**src/rtl/tagtrk_pkg.sv**
```systemverilog
package tagtrk_pkg;
  localparam int unsigned GROUPS = 32;
  localparam int unsigned TAG_W  = $clog2(GROUPS);

  typedef struct packed {
    logic [GROUPS-1:0] incHot;
    logic [GROUPS-1:0] decHot;
    logic              maskLoad;
    logic              capture;
    logic              showSnap;
  } strobes_t;
endpackage

```
**src/rtl/tagtrk_counter.sv**
```systemverilog
module tagtrk_counter #(
  parameter int unsigned CNT_W = 5
) (
  input  logic             clk,
  input  logic             rstN,
  input  logic             inc,
  input  logic             dec,
  output logic [CNT_W-1:0] count,
  output logic             isZero,
  output logic             underflow
);
  localparam logic [CNT_W-1:0] ONE = CNT_W'(1);

  assign isZero    = (count == '0);
  assign underflow = dec & ~inc & isZero;

  always_ff @(posedge clk) begin
    if (!rstN)                      count <= '0;
    else if (inc & ~dec)            count <= count + ONE;
    else if (dec & ~inc & ~isZero)  count <= count - ONE;
  end

  // paired increment and completion keep the count
  p_pair_hold_r3: assert property (@(posedge clk) disable iff (!rstN)
    (inc && dec) |=> $stable(count));

  // no wrap below zero
  p_floor_r9: assert property (@(posedge clk) disable iff (!rstN)
    (dec && !inc && isZero) |=> isZero);

  // single increment steps by one
  p_step_up_r2: assert property (@(posedge clk) disable iff (!rstN)
    (inc && !dec && count != '1) |=> count == $past(count) + ONE);
endmodule

```
**src/rtl/tagtrk_ctrl.sv**
```systemverilog
module tagtrk_ctrl
  import tagtrk_pkg::*;
(
  input  logic             clk,
  input  logic             rstN,
  input  logic             incValid,
  input  logic [TAG_W-1:0] incTag,
  input  logic             doneValid,
  input  logic [TAG_W-1:0] doneTag,
  input  logic             maskWrEn,
  input  logic             reqValid,
  output logic             reqReady,
  output logic             rspValid,
  input  logic             rspReady,
  input  logic             allIdle,
  output strobes_t         strb
);
  typedef enum logic [1:0] {ST_IDLE, ST_WAIT, ST_RESP} state_t;
  state_t state, stateNext;

  localparam logic [GROUPS-1:0] BIT0 = GROUPS'(1);

  always_comb begin
    strb.incHot   = incValid  ? (BIT0 << incTag)  : '0;
    strb.decHot   = doneValid ? (BIT0 << doneTag) : '0;
    strb.maskLoad = maskWrEn;
    strb.capture  = (state == ST_WAIT) && allIdle && !rspReady;
    strb.showSnap = (state == ST_RESP);
  end

  assign reqReady = (state == ST_IDLE);
  assign rspValid = ((state == ST_WAIT) && allIdle) || (state == ST_RESP);

  always_comb begin
    stateNext = state;
    unique case (state)
      ST_IDLE: if (reqValid) stateNext = ST_WAIT;
      ST_WAIT: if (allIdle)  stateNext = rspReady ? ST_IDLE : ST_RESP;
      ST_RESP: if (rspReady) stateNext = ST_IDLE;
      default: stateNext = ST_IDLE;
    endcase
  end

  always_ff @(posedge clk) begin
    if (!rstN) state <= ST_IDLE;
    else       state <= stateNext;
  end

  // a response stays offered until taken
  p_rsp_hold_r10: assert property (@(posedge clk) disable iff (!rstN)
    (rspValid && !rspReady) |=> rspValid);

  // an accepted request closes the request port
  p_accept_blocks_r5: assert property (@(posedge clk) disable iff (!rstN)
    (reqValid && reqReady) |=> !reqReady);

  // a taken response reopens the request port
  p_rsp_done_r10: assert property (@(posedge clk) disable iff (!rstN)
    (rspValid && rspReady) |=> reqReady);
endmodule

```
**src/rtl/tagtrk_datapath.sv**
```systemverilog
module tagtrk_datapath
  import tagtrk_pkg::*;
#(
  parameter int unsigned CNT_W = 5
) (
  input  logic              clk,
  input  logic              rstN,
  input  strobes_t          strb,
  input  logic [GROUPS-1:0] maskWrData,
  output logic              allIdle,
  output logic [GROUPS-1:0] rspStatus,
  output logic              underflowErr
);
  logic [GROUPS-1:0] maskQ;
  logic [GROUPS-1:0] busy;
  logic [GROUPS-1:0] underPulse;
  logic [GROUPS-1:0] liveStatus;
  logic [GROUPS-1:0] rspSnap;

  for (genvar g = 0; g < GROUPS; g++) begin : gGroup
    logic [CNT_W-1:0] cnt;
    logic             zero;
    tagtrk_counter #(.CNT_W(CNT_W)) uCnt (
      .clk      (clk),
      .rstN     (rstN),
      .inc      (strb.incHot[g]),
      .dec      (strb.decHot[g]),
      .count    (cnt),
      .isZero   (zero),
      .underflow(underPulse[g])
    );
    assign busy[g] = ~zero;
  end

  assign liveStatus = maskQ & ~busy;
  assign allIdle    = ((maskQ & busy) == '0);
  assign rspStatus  = strb.showSnap ? rspSnap : liveStatus;

  always_ff @(posedge clk) begin
    if (!rstN) begin
      maskQ        <= '0;
      rspSnap      <= '0;
      underflowErr <= 1'b0;
    end else begin
      if (strb.maskLoad) maskQ   <= maskWrData;
      if (strb.capture)  rspSnap <= liveStatus;
      if (|underPulse)   underflowErr <= 1'b1;
    end
  end

  // error flag is sticky
  p_err_sticky_r9: assert property (@(posedge clk) disable iff (!rstN)
    underflowErr |=> underflowErr);

  // capture only when the control saw every selected group idle
  p_capture_idle_r6: assert property (@(posedge clk) disable iff (!rstN)
    strb.capture |-> ((maskQ & busy) == '0));

  // held status does not move while shown
  p_snap_stable_r10: assert property (@(posedge clk) disable iff (!rstN)
    (strb.showSnap && $past(strb.showSnap)) |-> $stable(rspStatus));
endmodule

```
**src/rtl/tagtrk_top.sv**
```systemverilog
module tagtrk_top
  import tagtrk_pkg::*;
#(
  parameter int unsigned CNT_W = 5
) (
  input  logic              clk,
  input  logic              rstN,
  input  logic              incValid,
  input  logic [TAG_W-1:0]  incTag,
  input  logic              doneValid,
  input  logic [TAG_W-1:0]  doneTag,
  input  logic              maskWrEn,
  input  logic [GROUPS-1:0] maskWrData,
  input  logic              reqValid,
  output logic              reqReady,
  output logic              rspValid,
  input  logic              rspReady,
  output logic [GROUPS-1:0] rspStatus,
  output logic              underflowErr
);
  strobes_t strb;
  logic     allIdle;

  tagtrk_ctrl uCtrl (
    .clk      (clk),
    .rstN     (rstN),
    .incValid (incValid),
    .incTag   (incTag),
    .doneValid(doneValid),
    .doneTag  (doneTag),
    .maskWrEn (maskWrEn),
    .reqValid (reqValid),
    .reqReady (reqReady),
    .rspValid (rspValid),
    .rspReady (rspReady),
    .allIdle  (allIdle),
    .strb     (strb)
  );

  tagtrk_datapath #(.CNT_W(CNT_W)) uDp (
    .clk         (clk),
    .rstN        (rstN),
    .strb        (strb),
    .maskWrData  (maskWrData),
    .allIdle     (allIdle),
    .rspStatus   (rspStatus),
    .underflowErr(underflowErr)
  );
endmodule

```
**config.mk**
```make
export PLATFORM = sky130hd
export DESIGN_NAME = tagtrk_top
export DESIGN_NICKNAME = d
export VERILOG_FILES = /design/src/rtl/tagtrk_pkg.sv /design/src/rtl/tagtrk_counter.sv /design/src/rtl/tagtrk_ctrl.sv /design/src/rtl/tagtrk_datapath.sv /design/src/rtl/tagtrk_top.sv
export SDC_FILE = /design/constraint.sdc
export NUM_CORES = 1
export LEC_CHECK = 0
export ABC_AREA = 1
export ABC_CLOCK_PERIOD_IN_PS = 2600
export BUFFER_PORTS_ARGS = -buffer_cell sky130_fd_sc_hd__buf_2
export CORE_MARGIN = 2
export CORE_UTILIZATION = 41
export CTS_CLUSTER_SIZE = 40
export DETAILED_ROUTE_END_ITERATION = 10
export HOLD_SLACK_MARGIN = 0.12
export PLACE_DENSITY = 0.61
export SLEW_MARGIN = 20
export SYNTH_ARGS = -nofsm -noshare
export SYNTH_HDL_FRONTEND = slang
export SYNTH_SLANG_ARGS = --single-unit
```
**constraint.sdc**
```tcl
create_clock -name clk -period 2.6 [get_ports clk]
set_input_delay 0.65 -clock clk [delete_from_list [all_inputs] [get_ports clk]]
set_output_delay 0.65 -clock clk [all_outputs]
set_load 0.1 [all_outputs]
```
# After elaboration in Yosys (flattened, before gate mapping)
# Cells that the tools add are included.
# totals
regBits,227
input_bits,49
output_inout_bits,35
# op_classes
addsub,64
eq_ne,5
shift,2
muxes,72
bitwise,227
n_reduce_logical,72
# ops
op,count
two-way mux 5 bit,64
adder 5 x 1 -> 5 bit (second input constant),32
zero test 5 bit,32
subtractor 5 x 1 -> 5 bit (second input constant),32
bitwise AND 1 bit,128
two-way mux 32 bit,3
inverter 1 bit,96
bitwise AND 32 bit,2
nonzero test 2 bit,32
<< shifter 1 x 5 -> 32 bit (first input constant),2
zero test 32 bit,1
inverter 32 bit,1
OR reduction 32 bit,1
two-way mux 2 bit,4
case mux 2 bit (3 select lines),1
inequality test 2 bit (second input constant),2
AND reduction 3 bit,1
== test 2 x 1 -> 1 bit (second input constant),1
== test 2 bit (second input constant),1
logical AND 1 bit,2
zero test 2 bit,1
inequality test 2 x 1 -> 1 bit (second input constant),1
zero test 1 bit,1
logical OR 1 bit,1

# Depth between registers and ports, before layout
# Gate-level depths: netlist of the first run.
# depth
depth_word,7
depth_mapped,15

# By module
# A second synthesis of the first run with hierarchy kept.
# unflattened
hier_cells,2437
hier_area_um2,16473.3
# by_module_without_submodules
module,instances,cells_each,area_per_inst_um2,seq_area_each_um2
tagtrk_counter (uDp.gGroup[18].uCnt ...),20,56,379.1,100.1
tagtrk_counter (uDp.gGroup[0].uCnt ...),12,59,409.1,100.1
tagtrk_datapath,1,469,3274.4,1301.2
tagtrk_ctrl,1,140,706.9,40.0

# Worst setup path before layout of the first run
# No wires, ideal clock.
# synth_timing
kind,reg-to-output
startpoint,reg uCtrl.state[1]
endpoint,out rspStatus[0]
arrival_time_ns,3.015
setup_slack_ns,-1.065
stages_incl_launch_ff,6
path_buffers,1
path_cell_list,dfxtp_1 -> inv_1 -> nor2_1 -> clkinv_1 -> clkbuf_1 -> o21ai_0
# synth_via
elab_chain_len,2
# synth_lines
element,line,text
from (decl),tagtrk_ctrl.sv:19,"state_t state, stateNext;"
from (signal assigned),tagtrk_ctrl.sv:46,else state <= stateNext;
== test 2 bit,tagtrk_ctrl.sv:28,strb.showSnap = (state == ST_RESP);
two-way mux 32 bit,tagtrk_datapath.sv:37,assign rspStatus = strb.showSnap ? rspSnap : liveStatus;
to (decl),tagtrk_top.sv:18,"output logic [GROUPS-1:0] rspStatus,"
# Every way passes these cells.

# Worst setup path in the final report of the first run
# layout_timing
startpoint,reg uDp.gGroup[5].uCnt.count[2]
endpoint,out rspValid
# layout_via
elab_chain_len,6
# layout_lines
element,line,text
from (decl),tagtrk_counter.sv:8,"output logic [CNT_W-1:0] count,"
from (signal assigned),tagtrk_counter.sv:19,else if (inc & ~dec) count <= count + ONE;
from (signal assigned),tagtrk_counter.sv:20,else if (dec & ~inc & ~isZero) count <= count - ONE;
zero test 5 bit,tagtrk_counter.sv:14,assign isZero = (count == '0);
inverter 1 bit,tagtrk_datapath.sv:32,assign busy[g] = ~zero;
bitwise AND 32 bit,tagtrk_datapath.sv:36,assign allIdle = ((maskQ & busy) == '0);
zero test 32 bit,tagtrk_datapath.sv:36,
logical AND 1 bit,tagtrk_ctrl.sv:32,assign rspValid = ((state == ST_WAIT) && allIdle) || (state == ST_RESP);
logical OR 1 bit,tagtrk_ctrl.sv:32,
to (decl),tagtrk_top.sv:16,"output logic rspValid,"
# Every way passes these cells.

==> metrics.md, run 1 <==
| Metric | Value |
|---|---|
| Pleak | about 9 nW |
| Initial antenna violation count | 0 |
| Worst Tran Pin Value | 782 ps |
| Cells after synthesis | around 2000 |
| Hold Crit Class | primary input to flip-flop |
| Area Overhead vs Synth | 33.9% |
| Unique cell type count in the Yosys netlist | 42 |
| Syn_area_per_cell | between 7 and 8 sq um |
| First-pass GRT wire length | 68400 um |
| Post-layout util | around 56% |
| Critical Path AT | approximately 2100 ps |
| I/O Buffers | just over 80 |
| Clk sinks | 227 |
| Clock Skew | 12.9 ps |
| GPL Wtd Cong | 0.953 |
| Die W | 190 um |
| Fin. max-slew vios | 0 |
| Post-route clock period utilization | 106% |
| Critical Path, Cell by Cell | nor2_1 > nand3b_1 > nand2_1 > nand2_1 > nor2_1 > nand2_1 > nor2_4 > nand3_2 > nand2_4 > buf_12 |
| Grt total ovfl | 0 |
| Initial core utilization | between 40% and 50% |
| DRT antenna net count | 0 |
| Number of max-cap violations | 0 |
| Cell Count, Final, Fillers Out | between 2000 and 3000 |
| Core footprint | between 30000 and 40000 sq um |
| Endpoint type of the worst setup path | output port |
| Sequential area share after synthesis | a little under a third |
| Cell mode on critical path | nand2_1 |
| CTS tree | built |
| Violated checks | setup timing |
| Die Area | 36300 sq um |
| Dpl ws | -261 ps |
| Share of layout cells above drive strength 1 | 23.8% |
| Initial DRT Pass Iterations | 5 |
| Grt met3 use | ~3.3% |
| Setup CP Type | flip-flop to output port |
| CP max FO | 3 |
| Total GRT Usage | roughly 23% |
| Primary FF master, synth | dfxtp_1 |
| PnR worst setup slack | -166 ps |
| Via Count | roughly 14000 |
| Met2 Use GR | around two fifths |
| Final setup viols | 8 |
| Post-synth ARST share | 0% |
| RSZ-0062 raised after global routing | true |
| Most Crowded Layer GR | met2 |
| CTS clock-pin slew for the worst setup and hold paths | 60 ps |
| Syn Nets | 2199 |
| Max Buffers Root-to-Sink | 3 |
| Slew HR | between 40% and 50% |
| Worst vdd rail ir drop | roughly 0.41 mV |
| Type of origin of the critical path | flip-flop |
| Synth Register Bits | 227 |
| Cts bufs inserted | 28 |
| Largest net degree at the start of global routing | approximately 100 |
| Met1 usage | a little under a third |
| 1st-iter DRT viols | roughly 870 |
| Most common cell after layout, fill and taps aside | nand2_1 |
| Most frequent cells in the layout | nand2_1, buf_4, nor2_1 |
| Hold Vio Cnt, Final | 0 |
| Worst endpoint required time | around 2000 ps |
| Mapped Area | 14300 sq um |
| Clock Latency Late Sink | roughly 550 ps |
| Vias in the first global route | between 10000 and 15000 |
| Tmin final | 2770 ps |
| Max Fclk | 362 MHz |
| Drt drc | 0 |
| I/O pin count | 84 |
| Root Driver | clkbuf_16 |
| Avg WL per Cell | roughly 15 um |
| Slowest cell on crit path | dfxtp_4 |
| Vias per cell | about 5.0 |
| Power density over the cells | a little under 500 nW/um^2 |
| FP Rows | between 60 and 70 |
| Status | finished with violations |
| Post-DP HPWL | 32000 um |
| Post-synth EDFFs | 0 |
| Ys Warns | 0 |
| Post-Place Cells | 2757 |
| Worst Hold Slack | about 330 ps |
| Design Power | roughly 9.5 mW |
| Die H | between 150 and 200 um |
| Final WL | roughly 42000 um |
| Final #Nets | ~2500 |
| CP max stage delay | between 300 and 400 ps |
| H-tree Lvls | 1 |
[path summary, 6_finish.rpt]
path / startpoint / endpoint / slack (ps) / cells past startpoint
worst max-delay path: uDp.gGroup[5].uCnt.count[2]$_SDFFE_PN0P_ / rspValid / -170 / 10
worst min-delay path: maskWrData[23] / uDp.maskQ[23]$_SDFFE_PN0P_ / 330 / 3
worst max register to register: uDp.gGroup[12].uCnt.count[4]$_SDFFE_PN0P_ / uDp.rspSnap[4]$_SDFFE_PN0P_ / 390 / 13
worst min register to register: uDp.gGroup[16].uCnt.count[4]$_SDFFE_PN0P_ / uDp.gGroup[16].uCnt.count[4]$_SDFFE_PN0P_ / 440 / 1
[state kept, by name (all words and copies together) (netlist names)]
signal and flops:
uCtrl.state 2, uDp.rspSnap 32, uDp.underflowErr 1, uDp.maskQ 32, uDp.gGroup.uCnt.count 160
[layout make-up]
type	instances	area, sq um
Antenna cell	1	2.50
Clock buffer	40	857
Sequential cell	227	4590
Timing Repair Buffer	354	3050
Fill cell	3255	15300
Multi-Input combinational cell	1529	9110
Inverter	211	800
Clock inverter	8	92.6
Tap cell	455	569
[cell families after synthesis]
group,Yosys count,synth area share [%]
AOI/OAI and AO/OA,481,17.3
xor gates and xnor gates,76,4.67
adders and majority gates,136,13.6
buffers and inverters,258,7.10
DFF,227,31.9
muxes,3,0.298
and+or+nand+nor,833,25.1
[timing repair]
item                                    in CTS  in global routing
hold buffers                                 0                  0
buffers inserted                            12                  8
pin swaps                                   33                 29
gates cloned                                 0                  0
resized for setup                           65                 84
endpoints found under the setup margin      29                 32
[per-layer routing]
| metal | vias up | wire length (um) |
|---|---|---|
| met5 | - | 0 |
| met4 | 0 | 905 |
| met3 | 60 | 2080 |
| met2 | 292 | 19000 |
| met1 | 6570 | 19800 |
| li1 | 7338 | - |
[critical path: cells and delay by family, from the launching register on]
family / cells / cell delay, ps
DFF: 1 / 340
buffers and inverters: 1 / 170
and+or+nand+nor: 9 / 1050
[report_power, final]
| part | total (mW) | internal (mW) | switching [mW] |
|---|---|---|---|
| Clock | 4.01 | 2.46 | 1.55 |
| Combinational | 1.81 | 0.670 | 1.14 |
| Sequential | 3.67 | 3.59 | 0.0742 |
| Total | 9.48 | 6.72 | 2.76 |
[cell usage after synthesis (11+ instances only)]
master / count / area [sq um]
nand2_1: 335 / 1260
nor2_1: 300 / 1130
dfxtp_1: 227 / 4540
o21ai_0: 218 / 1090
a21oi_1: 216 / 1080
inv_1: 194 / 728
nand3_1: 116 / 581
ha_1: 104 / 1300
xnor2_1: 47 / 412
clkbuf_1: 35 / 131
fa_1: 32 / 641
xor2_1: 29 / 254
o21ai_1: 21 / 105
nand3b_1: 20 / 150
nand4_1: 16 / 100
inv_2: 15 / 56.3
a211oi_1: 14 / 105
nand2_2: 11 / 68.8
[metrics by stage]
step	instance area [sq um]	TNS, ps
detailed placement	17500	-7680
CTS	18700	-987
global placement	17500	-5740
finish	19100	-382
global route	19100	-1530
floorplan	14300	-9060
Power figures use the tool's default switching activity.
==> inputs of run 2 (changes only) <==
--- a/config.mk
+++ b/config.mk
@@ -8,6 +8,7 @@
 export ABC_AREA = 1
 export ABC_CLOCK_PERIOD_IN_PS = 2600
 export BUFFER_PORTS_ARGS = -buffer_cell sky130_fd_sc_hd__buf_2
+export CORE_ASPECT_RATIO = 1.4
 export CORE_MARGIN = 2
 export CORE_UTILIZATION = 41
 export CTS_CLUSTER_SIZE = 40
==> run 2 against run 1 <==
Sequential share of layout area fell by 0.056 points. Power fell by 2.6%. Highest routed layer unchanged. Largest cell class unchanged. Combinational power barely moved. The run still ends with setup timing left.
==> metrics.md, run 2 (synthesized netlist as in run 1, its figures left out) <==
| Metric | Value |
|---|---|
| Status | finished with violations (unchanged) |
| Violated checks | setup timing (unchanged) |
| Power density over the cells | 485 nW/um^2 (was 497 nW/um^2) |
| First-pass GRT wire length | 70300 um (was 68400 um) |
| Clock Latency Late Sink | 570 ps (was 550 ps) |
| Reg2reg setup slack | 430 ps (was 390 ps) |
| Final #Nets | 2555 (was 2536) |
| H-tree Lvls | 1 (unchanged) |
| Switching part of the total power | 30.0% (was 29.1%) |
| Max Fclk | 364 MHz (was 362 MHz) |
| Most frequent cells in the layout | nand2_1, buf_4, nor2_1 (unchanged) |
| R2r startpoint | uDp.gGroup[16].uCnt.count[3]$_SDFFE_PN0P_ (was uDp.gGroup[12].uCnt.count[4]$_SDFFE_PN0P_) |
| Die Area | 36300 sq um (about the same) |
| Combinational power share | 19.7% (was 19.0%) |
| Max Buffers Root-to-Sink | 3 (unchanged) |
| 1st-iter DRT viols | 685 (was 866) |
| Setup CP Type | flip-flop to output port (unchanged) |
| Final WL | 43300 um (was 41800 um) |
| Final setup viols | 16 (was 8) |
| Seq pwr share | 39.8% (was 38.7%) |
| Clock Power Share | 40.6% (was 42.3%) |
| Cell mode on critical path | nand2_2 (was nand2_1) |
| Area Overhead vs Synth | 33.6% (was 33.9%) |
| Reg with most FFs | uDp.gGroup.uCnt.count (unchanged) |
| Largest register FFs | 160 (unchanged) |
| Worst endpoint required time | 1950 ps (about the same) |
| Fin. max-slew vios | 0 (unchanged) |
| Worst vdd rail ir drop | 0.435 mV (was 0.415 mV) |
| RSZ-0062 raised after global routing | true (unchanged) |
| Grt total ovfl | 0 (unchanged) |
| Critical Path AT | 2100 ps (was 2120 ps) |
| Core footprint | 34100 sq um (was 34400 sq um) |
| Endpoint type of the worst setup path | output port (unchanged) |
| Pleak | 8.93 nW (was 8.88 nW) |
| Initial antenna violation count | 2 (was 0) |
| Critical Path, Cell by Cell | nor2_2 > nand3b_1 > nand2_1 > nand2_2 > nor2_4 > nand2_2 > nor2_4 > nand3_2 > nand2_2 > buf_12 (was nor2_1 > nand3b_1 > nand2_1 > nand2_1 > nor2_1 > nand2_1 > nor2_4 > nand3_2 > nand2_4 > buf_12) |
| CP max FO | 3 (unchanged) |
| Hold Vio Cnt, Final | 0 (unchanged) |
| FP Rows | 80 (was 68) |
| Slowest cell on crit path | dfxtp_2 (was dfxtp_4) |
| Crit path buf inv count | 1 (unchanged) |
| PnR worst setup slack | -146 ps (was -166 ps) |
| Die W | 162 um (was 190 um) |
| DRT antenna net count | 0 (unchanged) |
| Setup crit start | uDp.gGroup[16].uCnt.count[3]$_SDFFE_PN0P_ (was uDp.gGroup[5].uCnt.count[2]$_SDFFE_PN0P_) |
| Hold Crit Class | primary input to flip-flop (unchanged) |
| Most common cell after layout, fill and taps aside | nand2_1 (unchanged) |
| GPL Wtd Cong | 0.967 (was 0.953) |
| Number of max-cap violations | 0 (unchanged) |
| Top Registers | uDp.gGroup.uCnt.count (160), uDp.maskQ (32), uDp.rspSnap (32) (unchanged) |
| Hold_buf cts | 0 (unchanged) |
| I/O pin count | 84 (unchanged) |
| Clk sinks | 227 (unchanged) |
| Die H | 225 um (was 190 um) |
| Top Family by Delay on Critical Path | simple AND/OR/NAND/NOR gates (unchanged) |
| CP max stage delay | 330 ps (was 340 ps) |
| Slew HR | 55.5% (was 47.8%) |
| I/O Buffers | 83 (unchanged) |
| Cts bufs inserted | 25 (was 28) |
| Share of layout cells above drive strength 1 | 24.1% (was 23.8%) |
| Total GRT Usage | 24.0% (was 23.2%) |
| Design Power | 9.24 mW (was 9.48 mW) |
| Pint | 6.47 mW (was 6.72 mW) |
| Initial DRT Pass Iterations | 5 (unchanged) |
| Post-layout util | 55.8% (was 55.5%) |
| Via Count | 14423 (was 14260) |
| FF-to-FF path depth | 14 (was 13) |
| Vias per cell | 5.08 (was 5.05) |
| Largest net degree at the start of global routing | 104 (unchanged) |
| Type of origin of the critical path | flip-flop (unchanged) |
| Tmin final | 2750 ps (was 2770 ps) |
| Post-DP HPWL | 33900 um (was 32000 um) |
| Drt drc | 0 (unchanged) |
| R2r endpoint | uDp.rspSnap[1]$_SDFFE_PN0P_ (was uDp.rspSnap[4]$_SDFFE_PN0P_) |
| Initial core utilization | 41.8% (was 41.5%) |
| Sw power | 2.77 mW (was 2.76 mW) |
| Clock Skew | 30.8 ps (was 12.9 ps) |
| Vias in the first global route | 14338 (was 13759) |
| Avg WL per Cell | 15.2 um (was 14.8 um) |
| Root Driver | clkbuf_16 (unchanged) |
| Stages on the worst setup path | 10 (unchanged) |
| CTS tree | built (unchanged) |
| Post-route clock period utilization | 106% (about the same) |
| Worst Tran Pin Value | 667 ps (was 782 ps) |
| Worst setup endpoint | rspValid (unchanged) |
| CTS clock-pin slew for the worst setup and hold paths | 60 ps (about the same) |
## run 2: worst min-delay path by stage
stage,startpoint,endpoint,cells after the start
global placement,uDp.gGroup[16].uCnt.count[4]$_SDFFE_PN0P_,uDp.gGroup[16].uCnt.count[4]$_SDFFE_PN0P_,1
CTS,maskWrData[23],uDp.maskQ[23]$_SDFFE_PN0P_,3
floorplan,uDp.gGroup[16].uCnt.count[4]$_SDFFE_PN0P_,uDp.gGroup[16].uCnt.count[4]$_SDFFE_PN0P_,1
detailed placement,uDp.gGroup[24].uCnt.count[4]$_SDFFE_PN0P_,uDp.gGroup[24].uCnt.count[4]$_SDFFE_PN0P_,1
finish,maskWrData[23],uDp.maskQ[23]$_SDFFE_PN0P_,3
global route,maskWrData[4],uDp.maskQ[4]$_SDFFE_PN0P_,3
## run 2: worst reg2reg max path: cells and delay by family, from the launching register on
kind / cells / cell delay, ps
buf+inv: 3 / 550
flops: 1 / 330
simple gates: 11 / 1230
## run 2: per-layer routing
metal | up-vias | track usage [%] | part of all wire (%)
met1 | 6717 | 27.8 | 42
met4 | 0 | 12.0 | 5.1
met2 | 240 | 43.9 | 51
met5 | - | 0 | 0
met3 | 102 | 2.25 | 2.6
li1 | 7364 | - | -
## run 2: cell type report
class	count	area, sq um
fill	3253	15100
multi-input combinational	1529	9060
sequential	227	4570
timing repair buffer	376	3190
inverter	211	805
clock buffer	34	699
tap	451	564
clock inverter	11	149
antenna	2	5.00
## run 2: metrics by stage
step	setup TNS, ps	area [sq um]	hold slack, ps	instances	setup WS, ps
3_5_place_dp	-8650	17800	437	2787	-417
5_1_grt	-3520	19000	317	2840	-257
6_report	-621	19000	319	2841	-146
3_3_place_gp	-6470	17800	427	2787	-400
4_1_cts	-1320	18900	307	2837	-160
2_1_floorplan	-9060	14300	414	2014	-336
## run 2: power groups by stage
stage	clock network (mW)	logic [mW]	registers, mW
floorplan	0	1.04	3.74
global placement	0	1.71	3.74
detailed placement	0	1.74	3.74
CTS	3.84	1.80	3.67
global route	3.98	1.96	3.68
finish	3.75	1.82	3.67
## run 2: what timing repair did
action / 4_1_cts / 5_1_grt
pin swaps: 32 / 28
buffers inserted: 5 / 2
endpoints found under the setup margin: 28 / 37
gates resized for setup: 75 / 44
==> inputs of run 3 (changes only) <==
==> constraint.sdc (replaced) <==
create_clock -name clk -period 2.6 [get_ports clk]
set_input_delay 0.52 -clock clk [delete_from_list [all_inputs] [get_ports clk]]
set_output_delay 0.52 -clock clk [all_outputs]
set_load 0.1 [all_outputs]
==> run 3 against run 2 <==
The flow still finishes with violations (setup timing). Clock-buffer cell count increased by 2. Core utilization down 1.8 points. Register-to-register slack improved by 30 ps. Largest cell class unchanged. Critical endpoint unchanged. Clock power is 3% higher.
==> metrics.md, run 3 (synthesized netlist as in run 1, its figures left out) <==
| Metric | Value |
|---|---|
| 1st-iter DRT viols | 670 (was 685) |
| FP Rows | 80 (unchanged) |
| Area Overhead vs Synth | 29.3% (was 33.6%) |
| Fin. max-slew vios | 0 (unchanged) |
| Critical Path AT | 2120 ps (was 2100 ps) |
| CP max stage delay | 350 ps (was 330 ps) |
| Hold Path End | uDp.maskQ[25]$_SDFFE_PN0P_ (was uDp.maskQ[23]$_SDFFE_PN0P_) |
| Worst vdd rail ir drop | 0.452 mV (was 0.435 mV) |
| Critical Path, Cell by Cell | nor2_1 > nand3b_1 > nand2_1 > nand2_1 > nor2_2 > nand2_1 > nor2_4 > nand3_2 > nand2_2 > buf_12 (was nor2_2 > nand3b_1 > nand2_1 > nand2_2 > nor2_4 > nand2_2 > nor2_4 > nand3_2 > nand2_2 > buf_12) |
| Type of origin of the critical path | flip-flop (unchanged) |
| Hold Vio Cnt, Final | 0 (unchanged) |
| Violated checks | setup timing (unchanged) |
| Power density over the cells | 502 nW/um^2 (was 485 nW/um^2) |
| Tmin final | 2640 ps (was 2750 ps) |
| Status | finished with violations (unchanged) |
| Most frequent cells in the layout | nand2_1, nor2_1, buf_4 (was nand2_1, buf_4, nor2_1) |
| Via Count | 14171 (was 14423) |
| Worst endpoint required time | 2080 ps (was 1950 ps) |
| Slew HR | 49.4% (was 55.5%) |
| Core footprint | 34100 sq um (unchanged) |
| Grt met3 use | 2.34% (was 2.25%) |
| Hold Crit Class | primary input to flip-flop (unchanged) |
| Post-route clock period utilization | 102% (was 106%) |
| DRT antenna net count | 0 (unchanged) |
| Hold Startpoint | maskWrData[25] (was maskWrData[23]) |
| Pleak | 8.61 nW (was 8.93 nW) |
| CP max FO | 4 (was 3) |
| Final #Nets | 2500 (was 2555) |
| FF-to-FF path depth | 13 (was 14) |
| Final setup viols | 2 (was 16) |
| I/O pin count | 84 (unchanged) |
| Die H | 225 um (unchanged) |
| Diodes inserted | 0 (was 2) |
| Fill count | 3218 (was 3253) |
| Met2 Use GR | 43.2% (was 43.9%) |
| H-tree Lvls | 1 (unchanged) |
| Endpoint type of the worst setup path | output port (unchanged) |
| Cell mode on critical path | nand2_1 (was nand2_2) |
| Clock Latency Late Sink | 550 ps (was 570 ps) |
| Root Driver | clkbuf_16 (unchanged) |
| CTS clock-pin slew for the worst setup and hold paths | 60 ps (about the same) |
| Dpl ws | -190 ps (was -417 ps) |
| Met1 usage | 27.3% (was 27.8%) |
| Post-DP HPWL | 32800 um (was 33900 um) |
| Post-layout util | 54.0% (was 55.8%) |
| CTS tree | built (unchanged) |
| First-pass GRT wire length | 68900 um (was 70300 um) |
| I/O Buffers | 83 (unchanged) |
| Initial core utilization | 41.8% (unchanged) |
| RSZ-0062 raised after global routing | true (unchanged) |
| Clk sinks | 227 (unchanged) |
| Initial DRT Pass Iterations | 6 (was 5) |
| Avg WL per Cell | 15.3 um (was 15.2 um) |
| Vias per cell | 5.09 (was 5.08) |
| Vias in the first global route | 13748 (was 14338) |
| Reg2reg setup slack | 460 ps (was 430 ps) |
| Die W | 162 um (unchanged) |
| Grt total ovfl | 0 (unchanged) |
| Largest register FFs | 160 (unchanged) |
| Worst Tran Pin Value | 758 ps (was 667 ps) |
| Slowest cell on crit path | dfxtp_1 (was dfxtp_2) |
| Largest net degree at the start of global routing | 142 (was 104) |
| Number of max-cap violations | 0 (unchanged) |
| Drt drc | 0 (unchanged) |
| Setup CP Type | flip-flop to output port (unchanged) |
| Total GRT Usage | 23.4% (was 24.0%) |
| Initial antenna violation count | 0 (was 2) |
| GPL Wtd Cong | 0.928 (was 0.967) |
| R2r startpoint | uDp.gGroup[12].uCnt.count[0]$_SDFFE_PN0P_ (was uDp.gGroup[16].uCnt.count[3]$_SDFFE_PN0P_) |
| Clock Skew | 10.6 ps (was 30.8 ps) |
| Most Crowded Layer GR | met2 (unchanged) |
| Reg with most FFs | uDp.gGroup.uCnt.count (unchanged) |
| Top Registers | uDp.gGroup.uCnt.count (160), uDp.maskQ (32), uDp.rspSnap (32) (unchanged) |
| Max Fclk | 379 MHz (was 364 MHz) |
| WHS Path Cells | 3 (unchanged) |
| Hold_buf cts | 0 (unchanged) |
| Most common cell after layout, fill and taps aside | nand2_1 (unchanged) |
| R2r endpoint | uDp.rspSnap[16]$_SDFFE_PN0P_ (was uDp.rspSnap[1]$_SDFFE_PN0P_) |
| PnR worst setup slack | -40.5 ps (was -146 ps) |
| Cts bufs inserted | 26 (was 25) |
| Die Area | 36300 sq um (unchanged) |
| Share of layout cells above drive strength 1 | 21.0% (was 24.1%) |
| Max Buffers Root-to-Sink | 3 (unchanged) |
| Final WL | 42500 um (was 43300 um) |
## run 3: changes by cell type in the layout (fill, tap and decap cells not counted), sizes merged
cell	change
clkinvlp	+2
clkbuf	+2
buf	-56
diode	-2
clkinv	-2
## run 3: layer usage
layer  up-vias  part of all wire, %
met5         -                    0
met4         0                  4.9
met3        91                  3.2
met2       243                   51
met1      6583                   41
li1       7254                    -
## run 3: worst max-delay path: cells and delay by family, from the launching register on
| kind | cells | cell delay (ps) |
|---|---|---|
| DFF | 1 | 350 |
| buffers and inverters | 1 | 180 |
| and+or+nand+nor | 9 | 1040 |
## run 3: final cells by class
cell class / instances / area [sq um] / area share (%)
timing repair buffer: 320 / 2660 / 14.4
clock inverter: 11 / 146 / 0.794
clock buffer: 36 / 738 / 4.00
multi-input combinational: 1529 / 8970 / 48.7
sequential: 227 / 4560 / 24.7
tap: 451 / 564 / 3.06
inverter: 211 / 800 / 4.34
## run 3: what timing repair did
item | CTS | global route
resized for setup | 32 | 32
cloned | 0 | 0
pin swaps | 11 | 15
setup endpoints to repair | 12 | 23
buffers inserted | 3 | 4
## run 3: worst max path at each step
stage,depth (start not counted),endpoint,from,slack [ps]
2_1_floorplan,5,rspStatus[0],uCtrl.state[1]$_SDFFE_PN0P_,-270
3_3_place_gp,13,uDp.gGroup[0].uCnt.count[4]$_SDFFE_PN0P_,doneTag[1],-110
3_5_place_dp,13,uDp.gGroup[0].uCnt.count[4]$_SDFFE_PN0P_,doneTag[1],-190
4_1_cts,12,rspValid,uDp.gGroup[11].uCnt.count[0]$_SDFFE_PN0P_,-100
5_1_grt,10,rspValid,uDp.gGroup[13].uCnt.count[2]$_SDFFE_PN0P_,-160
6_report,10,rspValid,uDp.gGroup[12].uCnt.count[1]$_SDFFE_PN0P_,-40
## run 3: stage by stage
| stage | instance area [sq um] | total power [mW] | hold WS (ps) | setup TNS, ps | cells |
|---|---|---|---|---|---|
| floorplan | 14400 | 4.80 | 414 | -274 | 2014 |
| global placement | 17300 | 5.40 | 429 | -1260 | 2731 |
| detailed placement | 17300 | 5.43 | 440 | -2720 | 2731 |
| CTS | 18300 | 9.34 | 175 | -177 | 2781 |
| global route | 18400 | 9.64 | 192 | -235 | 2785 |
| finish | 18400 | 9.26 | 198 | -47.8 | 2785 |
## run 3: report_power, final
group	total [mW]	internal (mW)	switching, mW
sequential	3.67	3.60	0.0748
clock	3.85	2.28	1.57
combinational	1.74	0.620	1.12
total	9.26	6.50	2.76
